$ cat config.mk
export PLATFORM = sky130hd
export DESIGN_NAME = bit_stuff_link
export DESIGN_NICKNAME = d
export VERILOG_FILES = /design/src/rtl/bs_pkg.sv /design/src/rtl/bs_run_tracker.sv /design/src/rtl/bs_tx_stuffer.sv /design/src/rtl/bs_rx_destuffer.sv /design/src/rtl/bit_stuff_link.sv
export SDC_FILE = /design/constraint.sdc
export NUM_CORES = 1
export LEC_CHECK = 0
export CAP_MARGIN = 15
export CORE_AREA = 2 2 39 41
export CTS_CLUSTER_SIZE = 12
export DETAILED_ROUTE_END_ITERATION = 7
export DIE_AREA = 0 0 41 43
export DONT_BUFFER_PORTS = 1
export GPL_TIMING_DRIVEN = 0
export SETUP_SLACK_MARGIN = 0.4
export SLEW_MARGIN = 20
export SYNTH_ARGS = -nofsm -noshare
export SYNTH_HDL_FRONTEND = slang
export SYNTH_SLANG_ARGS = --single-unit
$ cat constraint.sdc
create_clock -name clk -period 1.74 [get_ports clk]
set_input_delay 0.087 -clock clk [delete_from_list [all_inputs] [get_ports clk]]
set_output_delay 0.087 -clock clk [all_outputs]
set_load 0.05 [all_outputs]
$ cat src/rtl/bs_pkg.sv
package bs_pkg;

   // Kind of the bit slot currently being handled by either stage.
   typedef enum logic {
      SLOT_DATA  = 1'b0,
      SLOT_STUFF = 1'b1
   } slot_kind_e;

   // Width of a counter that must hold values 0 .. limit-1.
   function automatic int unsigned run_cnt_width(input int unsigned limit);
      return (limit <= 2) ? 1 : $clog2(limit);
   endfunction

endpackage

$ cat src/rtl/bs_run_tracker.sv
// Counts consecutive symbols that repeat the previous level and reports the
// step that completes a run of RUN_LEN such symbols.
module bs_run_tracker #(
   parameter int unsigned RUN_LEN = 3
) (
   input  logic clk,
   input  logic rst_n,
   input  logic step_i,   // a symbol is handled this cycle
   input  logic same_i,   // the symbol repeats the previous level (0 forces a restart)
   output logic hit_o     // this symbol completes the run
);

   generate
      if (RUN_LEN == 1) begin : g_direct
         // Every repeat completes a run; no storage needed.
         logic unused_clk_rst;
         assign unused_clk_rst = clk ^ rst_n;
         assign hit_o = step_i && same_i;
      end else begin : g_count
         localparam int unsigned CW = bs_pkg::run_cnt_width(RUN_LEN);
         localparam logic [CW-1:0] LAST = CW'(RUN_LEN - 1);

         logic [CW-1:0] cnt_q;

         assign hit_o = step_i && same_i && (cnt_q == LAST);

         always_ff @(posedge clk or negedge rst_n) begin
            if (!rst_n) begin
               cnt_q <= '0;
            end else if (step_i) begin
               if (same_i && !hit_o) begin
                  cnt_q <= cnt_q + 1'b1;
               end else begin
                  cnt_q <= '0;
               end
            end
         end
      end
   endgenerate

endmodule

$ cat src/rtl/bs_tx_stuffer.sv
// Send side: emits accepted data bits as NRZ levels and forces a level change
// after every run of repeated symbols.
module bs_tx_stuffer
   import bs_pkg::*;
#(
   parameter int unsigned RUN_LEN    = 3,
   parameter logic        IDLE_LEVEL = 1'b1
) (
   input  logic clk,
   input  logic rst_n,
   input  logic bit_en_i,
   input  logic valid_i,
   input  logic data_i,
   output logic ready_o,
   output logic line_o,
   output logic strobe_o
);

   logic       pend_q;
   logic       line_q;
   logic       strb_q;
   slot_kind_e kind;
   logic       step;
   logic       same;
   logic       nxt_level;
   logic       hit;

   assign kind      = pend_q ? SLOT_STUFF : SLOT_DATA;
   assign step      = bit_en_i && (pend_q || valid_i);
   assign nxt_level = (kind == SLOT_STUFF) ? ~line_q : data_i;
   assign same      = (kind == SLOT_DATA) && (data_i == line_q);

   bs_run_tracker #(.RUN_LEN(RUN_LEN)) u_run (
      .clk    (clk),
      .rst_n  (rst_n),
      .step_i (step),
      .same_i (same),
      .hit_o  (hit)
   );

   always_ff @(posedge clk or negedge rst_n) begin
      if (!rst_n) begin
         pend_q <= 1'b0;
         line_q <= IDLE_LEVEL;
         strb_q <= 1'b0;
      end else begin
         strb_q <= step;
         if (step) begin
            line_q <= nxt_level;
            pend_q <= hit;
         end
      end
   end

   assign ready_o  = !pend_q;
   assign line_o   = line_q;
   assign strobe_o = strb_q;

endmodule

$ cat src/rtl/bs_rx_destuffer.sv
// Receive side: applies the same run rule, drops stuff symbols and flags a
// stuff slot whose symbol kept the previous level.
module bs_rx_destuffer
   import bs_pkg::*;
#(
   parameter int unsigned RUN_LEN    = 3,
   parameter logic        IDLE_LEVEL = 1'b1
) (
   input  logic clk,
   input  logic rst_n,
   input  logic sym_i,
   input  logic strobe_i,
   output logic data_o,
   output logic valid_o,
   output logic err_o
);

   logic       expect_q;
   logic       prev_q;
   logic       data_q;
   logic       valid_q;
   logic       err_q;
   slot_kind_e kind;
   logic       repeat_lvl;
   logic       same;
   logic       hit;

   assign kind       = expect_q ? SLOT_STUFF : SLOT_DATA;
   assign repeat_lvl = (sym_i == prev_q);
   assign same       = (kind == SLOT_DATA) && repeat_lvl;

   bs_run_tracker #(.RUN_LEN(RUN_LEN)) u_run (
      .clk    (clk),
      .rst_n  (rst_n),
      .step_i (strobe_i),
      .same_i (same),
      .hit_o  (hit)
   );

   always_ff @(posedge clk or negedge rst_n) begin
      if (!rst_n) begin
         expect_q <= 1'b0;
         prev_q   <= IDLE_LEVEL;
         data_q   <= 1'b0;
         valid_q  <= 1'b0;
         err_q    <= 1'b0;
      end else begin
         valid_q <= strobe_i && (kind == SLOT_DATA);
         err_q   <= strobe_i && (kind == SLOT_STUFF) && repeat_lvl;
         if (strobe_i) begin
            prev_q   <= sym_i;
            expect_q <= hit;
            if (kind == SLOT_DATA) begin
               data_q <= sym_i;
            end
         end
      end
   end

   assign data_o  = data_q;
   assign valid_o = valid_q;
   assign err_o   = err_q;

endmodule

$ cat src/rtl/bit_stuff_link.sv
// Top: send-side inserter and receive-side remover sharing one run rule.
module bit_stuff_link #(
   parameter int unsigned RUN_LEN    = 3,
   parameter logic        IDLE_LEVEL = 1'b1
) (
   input  logic clk,
   input  logic rst_n,
   input  logic bit_en,
   input  logic tx_valid,
   input  logic tx_data,
   output logic tx_ready,
   output logic line_out,
   output logic line_strobe,
   input  logic rx_sym,
   input  logic rx_sym_strobe,
   output logic rx_data,
   output logic rx_data_valid,
   output logic stuff_error
);

   generate
      if (RUN_LEN < 1 || RUN_LEN > 255) begin : g_bad_run_len
         $error("bit_stuff_link: RUN_LEN must lie in 1..255");
      end
   endgenerate

   bs_tx_stuffer #(
      .RUN_LEN    (RUN_LEN),
      .IDLE_LEVEL (IDLE_LEVEL)
   ) u_tx (
      .clk      (clk),
      .rst_n    (rst_n),
      .bit_en_i (bit_en),
      .valid_i  (tx_valid),
      .data_i   (tx_data),
      .ready_o  (tx_ready),
      .line_o   (line_out),
      .strobe_o (line_strobe)
   );

   bs_rx_destuffer #(
      .RUN_LEN    (RUN_LEN),
      .IDLE_LEVEL (IDLE_LEVEL)
   ) u_rx (
      .clk      (clk),
      .rst_n    (rst_n),
      .sym_i    (rx_sym),
      .strobe_i (rx_sym_strobe),
      .data_o   (rx_data),
      .valid_o  (rx_data_valid),
      .err_o    (stuff_error)
   );

endmodule

Yosys cells after proc, flatten, opt, wreduce, memory -nomap -nowiden
Cells that the tools add are included.
{"block": "classes", "n_mux": 5, "addsub": 2, "bitwise": 3, "n_eq_ne": 4, "n_reduce_logical": 17}
{"op": "logical AND 1 bit", "n": 12}
{"op": "adder 2 x 1 -> 2 bit (second input constant)", "n": 2}
{"op": "== test 2 bit (second input constant)", "n": 2}
{"op": "2-to-1 mux 2 bit", "n": 2}
{"op": "zero test 1 bit", "n": 3}
{"op": "2-to-1 mux 1 bit", "n": 3}
{"op": "NOT 1 bit", "n": 3}
{"op": "== test 1 bit", "n": 2}
{"op": "AND reduction 2 bit", "n": 1}
{"op": "logical OR 1 bit", "n": 1}
{"block": "word_totals", "in_bits": 7, "output_inout_bits": 6, "regBits": 12}

Depth between registers and ports, before layout
Gate-level depths: netlist of run 1.
{"block": "logic_depth", "ltp_word": 8, "ltp_mapped": 5, "ltp_nobuf": 5}

By module
From an unflattened synthesis of run 1, not the netlist that was laid out.
{"block": "hier_totals", "hier_cells": 46, "hier_area_um2": 545.5}
{"module": "bs_run_tracker", "instances": 2, "seq_area_each_um2": 50.0, "area_per_inst_um2": 102.6, "cells_per_inst": 10}
{"module": "bs_rx_destuffer", "instances": 1, "seq_area_each_um2": 126.4, "area_per_inst_um2": 201.4, "cells_per_inst": 12}
{"module": "bs_tx_stuffer", "instances": 1, "seq_area_each_um2": 76.3, "area_per_inst_um2": 138.9, "cells_per_inst": 14}

Worst setup path after synthesis of run 1
Ideal clock, no wire load.
{"block": "synth_path", "kind": "register -> register", "start": "reg u_tx.line_q, in the netlist u_tx.line_o", "end": "reg u_tx.u_run.g_count.cnt_q[1]", "arrival_ps": 1107, "path_slack_ps": 551, "stages_incl_launch_ff": 4, "required_time_ps": 1657, "n_path_buf": 0, "cell_sequence": "dfstp_2 xnor2_1 nand4_1 o21ai_0"}
{"block": "synth_between", "elab_chain_cells": 7}
{"item": "start: declaration", "line_no": "bs_tx_stuffer.sv:20", "text": "logic line_q;"}
{"item": "start signal: assignment", "line_no": "bs_tx_stuffer.sv:49", "text": "line_q <= nxt_level;"}
{"item": "== test 1 bit *", "line_no": "bs_tx_stuffer.sv:31", "text": "assign same = (kind == SLOT_DATA) && (data_i == line_q);"}
{"item": "logical AND 1 bit *", "line_no": "bs_tx_stuffer.sv:31"}
{"item": "logical AND 1 bit (2 in a row)", "line_no": "bs_run_tracker.sv:25", "text": "assign hit_o = step_i && same_i && (cnt_q == LAST);"}
{"item": "zero test 1 bit", "line_no": "bs_run_tracker.sv:31", "text": "if (same_i && !hit_o) begin"}
{"item": "logical AND 1 bit *", "line_no": "bs_run_tracker.sv:31"}
{"item": "2-to-1 mux 2 bit *", "line_no": "bs_run_tracker.sv:31"}
{"item": "end signal: assignment", "line_no": "bs_run_tracker.sv:32", "text": "cnt_q <= cnt_q + 1'b1;"}
{"item": "end: declaration", "line_no": "bs_run_tracker.sv:23", "text": "logic [CW-1:0] cnt_q;"}
Every way passes the cells marked *; elsewhere a longest branch is shown, timed or not.
A chain may end at the register's enable or synchronous reset.

Final worst setup path of run 1
{"block": "layout_path", "start": "reg u_tx.line_q, in the netlist u_tx.line_o", "end": "reg u_tx.u_run.g_count.cnt_q[0]"}
The elaborated chain is that of the path after synthesis.

==> results of run 1 <==
state kept, by name, indices dropped and copies added (netlist names):
name,flops
u_tx.pend_q,1
u_tx.u_run.g_count.cnt_q,2
u_tx.line_o,1
u_rx.valid_o,1
u_rx.expect_q,1
u_tx.strobe_o,1
u_rx.err_o,1
u_rx.u_run.g_count.cnt_q,2
u_rx.data_o,1
u_rx.prev_q,1
through the flow:
| stage | hold WS (ns) | utilization | std cells |
|---|---|---|---|
| after floorplan | -0.209 | - | 47 |
| after global placement | -0.208 | 0.403 | 63 |
| after detailed placement | -0.208 | 0.403 | 63 |
| after CTS | 0.0255 | 0.458 | 72 |
| after global routing | 0.0510 | 0.464 | 72 |
| final | 0.0348 | 0.464 | 72 |
synthesized netlist by cell type:
master | instances | area (um2)
a31oi_1 | 1 | 6.26
nand2b_1 | 1 | 6.26
ha_1 | 2 | 25.0
dfstp_2 | 2 | 52.6
nor2_1 | 2 | 7.51
or3_1 | 1 | 6.26
nand2_1 | 5 | 18.8
nand3_1 | 1 | 5.00
nor2b_4 | 1 | 13.8
a21oi_1 | 1 | 5.00
xnor2_1 | 2 | 17.5
o21ai_0 | 4 | 20.0
nand4_1 | 1 | 6.26
o22ai_1 | 2 | 12.5
a21o_1 | 1 | 7.51
o41ai_2 | 1 | 16.3
mux2_4 | 1 | 15.0
dfrtp_1 | 10 | 250
mux2_2 | 1 | 11.3
o22ai_2 | 1 | 12.5
inv_1 | 6 | 22.5
cell families (layout without fill, tap and decap cells):
family / after synthesis / in the layout / synth area share
xor gates and xnor gates: 2 / 2 / 0.0326
adders and majority gates: 2 / 2 / 0.0465
buffers and inverters: 6 / 15 / 0.0419
AOI/OAI and AO/OA: 11 / 11 / 0.149
DFF: 12 / 12 / 0.563
and+or+nand+nor: 12 / 12 / 0.119
muxes: 2 / 2 / 0.0488
per-layer routing:
| metal | vias to the layer above | GRT usage | part of all wire |
|---|---|---|---|
| li1 | 179 | - | - |
| met1 | 173 | 0.171 | 0.43 |
| met2 | 11 | 0.159 | 0.50 |
| met3 | 2 | 0.0366 | 0.053 |
| met4 | 0 | 0.120 | 0.013 |
| met5 | - | 0 | 0 |
cell usage in the layout (no fill, tap or decap):
cell / Yosys / final
dfrtp_1: 10 / 10
inv_1: 6 / 5
nand2_1: 5 / 5
dlygate4sd3_1: 0 / 5
o21ai_0: 4 / 3
clkbuf_4: 0 / 3
xnor2_1: 2 / 2
nor2_1: 2 / 2
o22ai_1: 2 / 2
ha_1: 2 / 2
nor2b_4: 1 / 1
clkinvlp_4: 0 / 1
a21o_1: 1 / 1
a21oi_1: 1 / 1
a31oi_1: 1 / 1
nand3_1: 1 / 1
or3_1: 1 / 1
o22ai_2: 1 / 1
nand2b_1: 1 / 1
o41ai_2: 1 / 1
mux2_4: 1 / 1
mux2_2: 1 / 1
nand4_1: 1 / 1
o21ai_1: 0 / 1
clkbuf_1: 0 / 1
dfstp_2: 2 / 1
dfstp_4: 0 / 1
power by group:
part	total (mW)	internal (mW)	leakage, nW	switching, mW
clock network	0.175	0.0886	0.0150	0.0867
registers	0.503	0.365	0.152	0.138
logic	0.218	0.107	0.129	0.111
total	0.896	0.561	0.296	0.335
worst register-to-register path: stages (launching register included):
cell	delay [ns]
dfstp_4	0.73
xnor2_1	0.16
nand4_1	0.13
o21ai_0	0.15
what timing repair did:
item / 4_1_cts / 5_1_grt
hold buffers: 5 / 0
setup buffers: 0 / 0
resized for setup: 0 / 3
endpoints found under the setup margin: 0 / 2
endpoints found under the hold margin: 22 / 0
cell type report:
type                    instances  share of cell area
multi-input cells              29               0.331
clock buffers                   4              0.0409
repair buffers                  5              0.0780
inverters                       6              0.0409
flip-flops and latches         12               0.478
well taps                      16              0.0312
final timing paths:
| check | start | end | depth (start not counted) |
|---|---|---|---|
| setup / recovery | u_tx.line_o | u_tx.u_run.g_count.cnt_q[0] | 3 |
| hold / removal | bit_en | u_tx.strobe_o | 2 |
| setup reg to reg | u_tx.line_o | u_tx.u_run.g_count.cnt_q[0] | 3 |
| hold reg to reg | u_rx.u_run.g_count.cnt_q[1] | u_rx.u_run.g_count.cnt_q[1] | 2 |
| max in group asynchronous | rst_n | u_rx.prev_q | 1 |
| min in group asynchronous | rst_n | u_rx.err_o | 1 |
==> impl_metrics.tcl, run 1 <==
set metrics [dict create \
    outcome "finished clean" \
    vdd_drop_max_mv 0.619 \
    cts-htree-levels 1 \
    crit_required_ns 1.93 \
    postSynthCellCount 47 \
    tritoncts "built" \
    report.final.setup_viol 0 \
    clock-skew-final_ns 0.00360 \
    cpLargestDelayFamily "flip-flops" \
    hold_path.class "in2reg" \
    globalRoute.totalOverflow 0 \
    io_buffer_count 0 \
    avgRoutedWirePerCell_um 12.5 \
    antenna_found_initial 0 \
    cell_with_the_biggest_individual_delay_on_the_critical_path "dfstp_4" \
    timing.max_slew.rel_slack 0.648 \
    site_row_count 14 \
    finalHoldViolations 0 \
    crit_chain "xnor2_1, nand4_1, o21ai_0" \
    seq_area_frac_synth 0.563 \
    drt-vias-per-instance 5.07 \
    top_level_ports 13 \
    worst-path-max-fanout 4 \
    grt_pass1_vias 348 \
    clockBufferDepth 2 \
    power.density_nw_per_um2 1400 \
    placer_congestion_estimate 0.588 \
    timing.setup.critical_path_class "reg2reg" \
    total_power_uw 896 \
    global_route_wire_length_before_repair_um 1470 \
    finish.instance_area_um2 642 \
    maximum_number_of_pins_on_one_net_before_global_route_repair 13 \
    area_delta_synth_final_pct 19.3 \
    die-area_um2 1760 \
    critPathArrivalTime_ns 1.44 \
    grt.total_usage 0.129 \
    worst_setup_path_start_kind "register" \
    placed_cell_area_um2 558 \
    finalCriticalPeriod_ns 1.25 \
    post-route-worst-setup-slack_ns 0.494 \
    timing.max_cap.violations 0 \
    synth_area_um2 538 \
    crit_path_max_incr_delay_ns 0.73 \
    routed-via-count 365 \
    yosysWarnings 0 \
    antenna_left 0 \
    detailed_router_s_first_iteration_violation_count 3 \
    insertion_delay_ns 0.26 \
    timing.fmax_mhz 802 \
    drive_gt1_frac 0.196 \
    synth_fp_nets 56 \
    multi_input_comb_area_um2 213 \
    die_boundary_width_um 41 \
    slew_viol_final 0 \
    clock-sinks 12 \
    worst_setup_path_end_kind "register" \
    timing.setup.tns_ns 0 \
    num-nets-final 66 \
    floorplan.core_area_um2 1380 \
    synth_cell_type_count 21 \
    clock_slew_at_reported_path_ffs_ns 0.07 \
    fillCellCount 140 \
    setup_repair_after_global_routing_missed_its_margin "no" \
    dp_hpwl_um 593 \
    remaining_drc_errors 0 \
    synth.ff_latch_count 12 \
    final_routed_wirelength_across_all_metal_layers_um 903 \
    timing.final.crit_share 0.716 \
    total_inserted_antenna_cells 0 \
    setup.reg_to_reg.worst_slack_ns 0.49 \
    leakagePower_nw 0.296 \
    detailedRoute.firstPassIterationCount 2 \
    seqCellArea_um2 307 \
    starting_density_of_the_core 0.389 \
    die_h_um 43 \
    synth_area_per_cell_um2 11.4 \
    crit_buf_inv 0 \
    clock-root-buffer "clkbuf_4" \
    pre_cts_ws_ns 0.458 \
    timing_worst_slew_pin_value_ns 0.527 \
    cts_inserted_buffers 3 \
]
Note: power is estimated with default switching activity, not from simulation.
==> inputs of run 2 (changes only) <==
- ABC_AREA: not set -> 1
- CORE_AREA: 2 2 39 41 -> not set
- CORE_MARGIN: not set -> 1
- CORE_UTILIZATION: not set -> 45
- DIE_AREA: 0 0 41 43 -> not set
- clock period: 1.74 -> 1.2 ns (I/O delays scaled with it)
==> impl_metrics.tcl, run 2 <==
set metrics [dict create \
    outcome "finished, violations left" \
    violations "setup timing" \
    avgRoutedWirePerCell_um 11.3 \
    critPathArrivalTime_ns 1.45 \
    synth_fp_nets 73 \
    clockBufferDepth 2 \
    grt_pass1_vias 347 \
    vdd_drop_max_mv 1.05 \
    die_h_um 38.2 \
    num-nets-final 84 \
    finish.instance_area_um2 751 \
    worst-path-max-fanout 3 \
    site_row_count 12 \
    timing_worst_slew_pin_value_ns 0.547 \
    maximum_number_of_pins_on_one_net_before_global_route_repair 13 \
    detailed_router_s_first_iteration_violation_count 6 \
    clock-skew-final_ns 0.00539 \
    worst_setup_path_start_kind "register" \
    timing.max_slew.rel_slack 0.634 \
    worst_setup_path_end_kind "register" \
    synth.largest_area_cell "dfrtp_1" \
    postSynthCellCount 64 \
    p_clk_frac 0.218 \
    pwr-share-seq 0.474 \
    clock-root-buffer "clkbuf_4" \
    area_delta_synth_final_pct 27.4 \
    cts-htree-levels 1 \
    finish.utilization 0.649 \
    report.final.setup_viol 2 \
    starting_density_of_the_core 0.510 \
    post-route-worst-setup-slack_ns -0.0202 \
    synth.area.top_cells "dfrtp_1, nand2_1, dfstp_2" \
    biggest_regs "u_rx.u_run.g_count.cnt_q (2), u_tx.u_run.g_count.cnt_q (2)" \
    most-common-layout-cells "nand2_1, dfrtp_1, inv_1, dlygate4sd3_1, dfrtp_2" \
    tritoncts "built" \
    routed-via-count 427 \
    drt-vias-per-instance 4.85 \
    io_buffer_count 0 \
    antenna_found_initial 0 \
    switching_power_uw 622 \
    total_inserted_antenna_cells 0 \
    fraction_of_power_spent_switching_nets 0.405 \
    clock_slew_at_reported_path_ffs_ns 0.08 \
    die-area_um2 1460 \
    top_level_ports 13 \
    global_route_wire_length_before_repair_um 1410 \
    leakagePower_nw 0.366 \
    fillCellCount 95 \
    detailedRoute.firstPassIterationCount 4 \
    die_boundary_width_um 38.2 \
    timing.max_cap.violations 0 \
    yosysWarnings 0 \
    insertion_delay_ns 0.28 \
    seq_area_frac_synth 0.514 \
    synth.most_common_cell "nand2_1" \
    finalCriticalPeriod_ns 1.22 \
    placed_cell_area_um2 618 \
    combinational_power_share 0.308 \
    final_routed_wirelength_across_all_metal_layers_um 995 \
    synth_enable_flop_cells 0 \
    placer_congestion_estimate 0.798 \
    clock-sinks 12 \
    hold_path.class "in2reg" \
    synth.top_cell.area_share 0.425 \
    drive_gt1_frac 0.405 \
    finalHoldViolations 0 \
    synthTopCellsByCount "nand2_1, dfrtp_1, inv_1, nand3_1, nor2_2" \
    grt.total_usage 0.147 \
    dp_hpwl_um 638 \
    globalRoute.totalOverflow 0 \
    slew_viol_final 0 \
    setup_repair_after_global_routing_missed_its_margin "yes" \
    timing.setup.critical_path_class "reg2reg" \
    synth_area_per_cell_um2 9.21 \
    total_power_mw 1.54 \
    synth_area_um2 589 \
    remaining_drc_errors 0 \
    crit_required_ns 1.42 \
    postSynth.asyncResetShare 1.00 \
    cts_inserted_buffers 3 \
    synth.ff_latch_count 12 \
    power.density_nw_per_um2 2050 \
    timing.fmax_mhz 820 \
    timing.setup.tns_ns -0.0394 \
    antenna_left 0 \
    timing.final.crit_share 1.02 \
    synth_cell_type_count 18 \
    postSynth.topFlopCell "dfrtp_1" \
    intPower_uw 915 \
    final_common_cell "nand2_1" \
    floorplan.core_area_um2 1160 \
]
==> run 2: logic make-up (layout without fill, tap and decap cells) <==
family | Yosys count | count (layout) | share of synthesized area
simple gates | 37 | 37 | 0.323
compound gates | 3 | 3 | 0.0319
buf+inv | 9 | 19 | 0.0616
xor+xnor | 1 | 1 | 0.0276
fa+ha+maj | 2 | 2 | 0.0425
flops | 12 | 12 | 0.514
==> run 2: metal layers <==
metal / GRT usage / routed length, um / vias up
met2: 0.178 / 403 / 19
met3: 0.0523 / 49 / 4
met5: 0 / 0 / -
li1: - / - / 220
met1: 0.220 / 522 / 184
met4: 0.0804 / 19 / 0
==> run 2: layout make-up <==
| cell class | instances | area, um2 | area share |
|---|---|---|---|
| well taps | 14 | 17.5 | 0.0233 |
| flip-flops and latches | 12 | 312 | 0.415 |
| repair buffers | 6 | 55.1 | 0.0733 |
| multi-input cells | 43 | 287 | 0.382 |
| inverters | 9 | 43.8 | 0.0583 |
| clock buffers | 4 | 36.3 | 0.0483 |
==> run 2: power by group through the flow <==
stage | clock [mW] | sequential, mW | combinational (mW)
global placement | 0 | 0.704 | 0.385
finish | 0.335 | 0.729 | 0.473
detailed placement | 0 | 0.707 | 0.391
global route | 0.357 | 0.739 | 0.525
CTS | 0.346 | 0.705 | 0.414
floorplan | 0 | 0.694 | 0.344
==> run 2: per-stage QoR <==
step / std cells / hold WS [ns] / worst slack [ns]
2_1_floorplan: 64 / -0.236 / 0.00815
3_3_place_gp: 78 / -0.235 / -0.0455
3_5_place_dp: 78 / -0.235 / -0.0606
4_1_cts: 86 / 0.00536 / -0.0790
5_1_grt: 88 / 0.0291 / -0.0720
6_report: 88 / 0.0112 / -0.0202
==> run 2: final timing paths <==
| path | from | end | slack (ns) | cells after the start |
|---|---|---|---|---|
| max | u_tx.line_o | u_tx.u_run.g_count.cnt_q[0] | -0.02 | 6 |
| max in group asynchronous | rst_n | u_rx.valid_o | 0.61 | 1 |
| min reg2reg | u_tx.u_run.g_count.cnt_q[1] | u_tx.u_run.g_count.cnt_q[1] | 0.50 | 2 |
| max reg2reg | u_tx.line_o | u_tx.u_run.g_count.cnt_q[0] | -0.02 | 6 |
| min in group asynchronous | rst_n | u_tx.pend_q | 0.20 | 1 |
| min | tx_data | u_tx.line_o | 0.01 | 4 |
==> run 2: worst max-delay path, cell delays in order (launching register included) <==
cell     delay [ns]
dfstp_4        0.73
inv_4          0.06
nand2_2        0.06
nand2_2        0.06
nor2_4         0.11
nand3_1        0.09
nand2_1        0.07
==> run 2: repair_timing <==
item,CTS,global route
pin swaps,4,4
gates resized for setup,5,6
hold buffers,4,0
buffers inserted,0,2
endpoints found under the hold margin,20,0
cloned,0,0
endpoints found under the setup margin,16,16
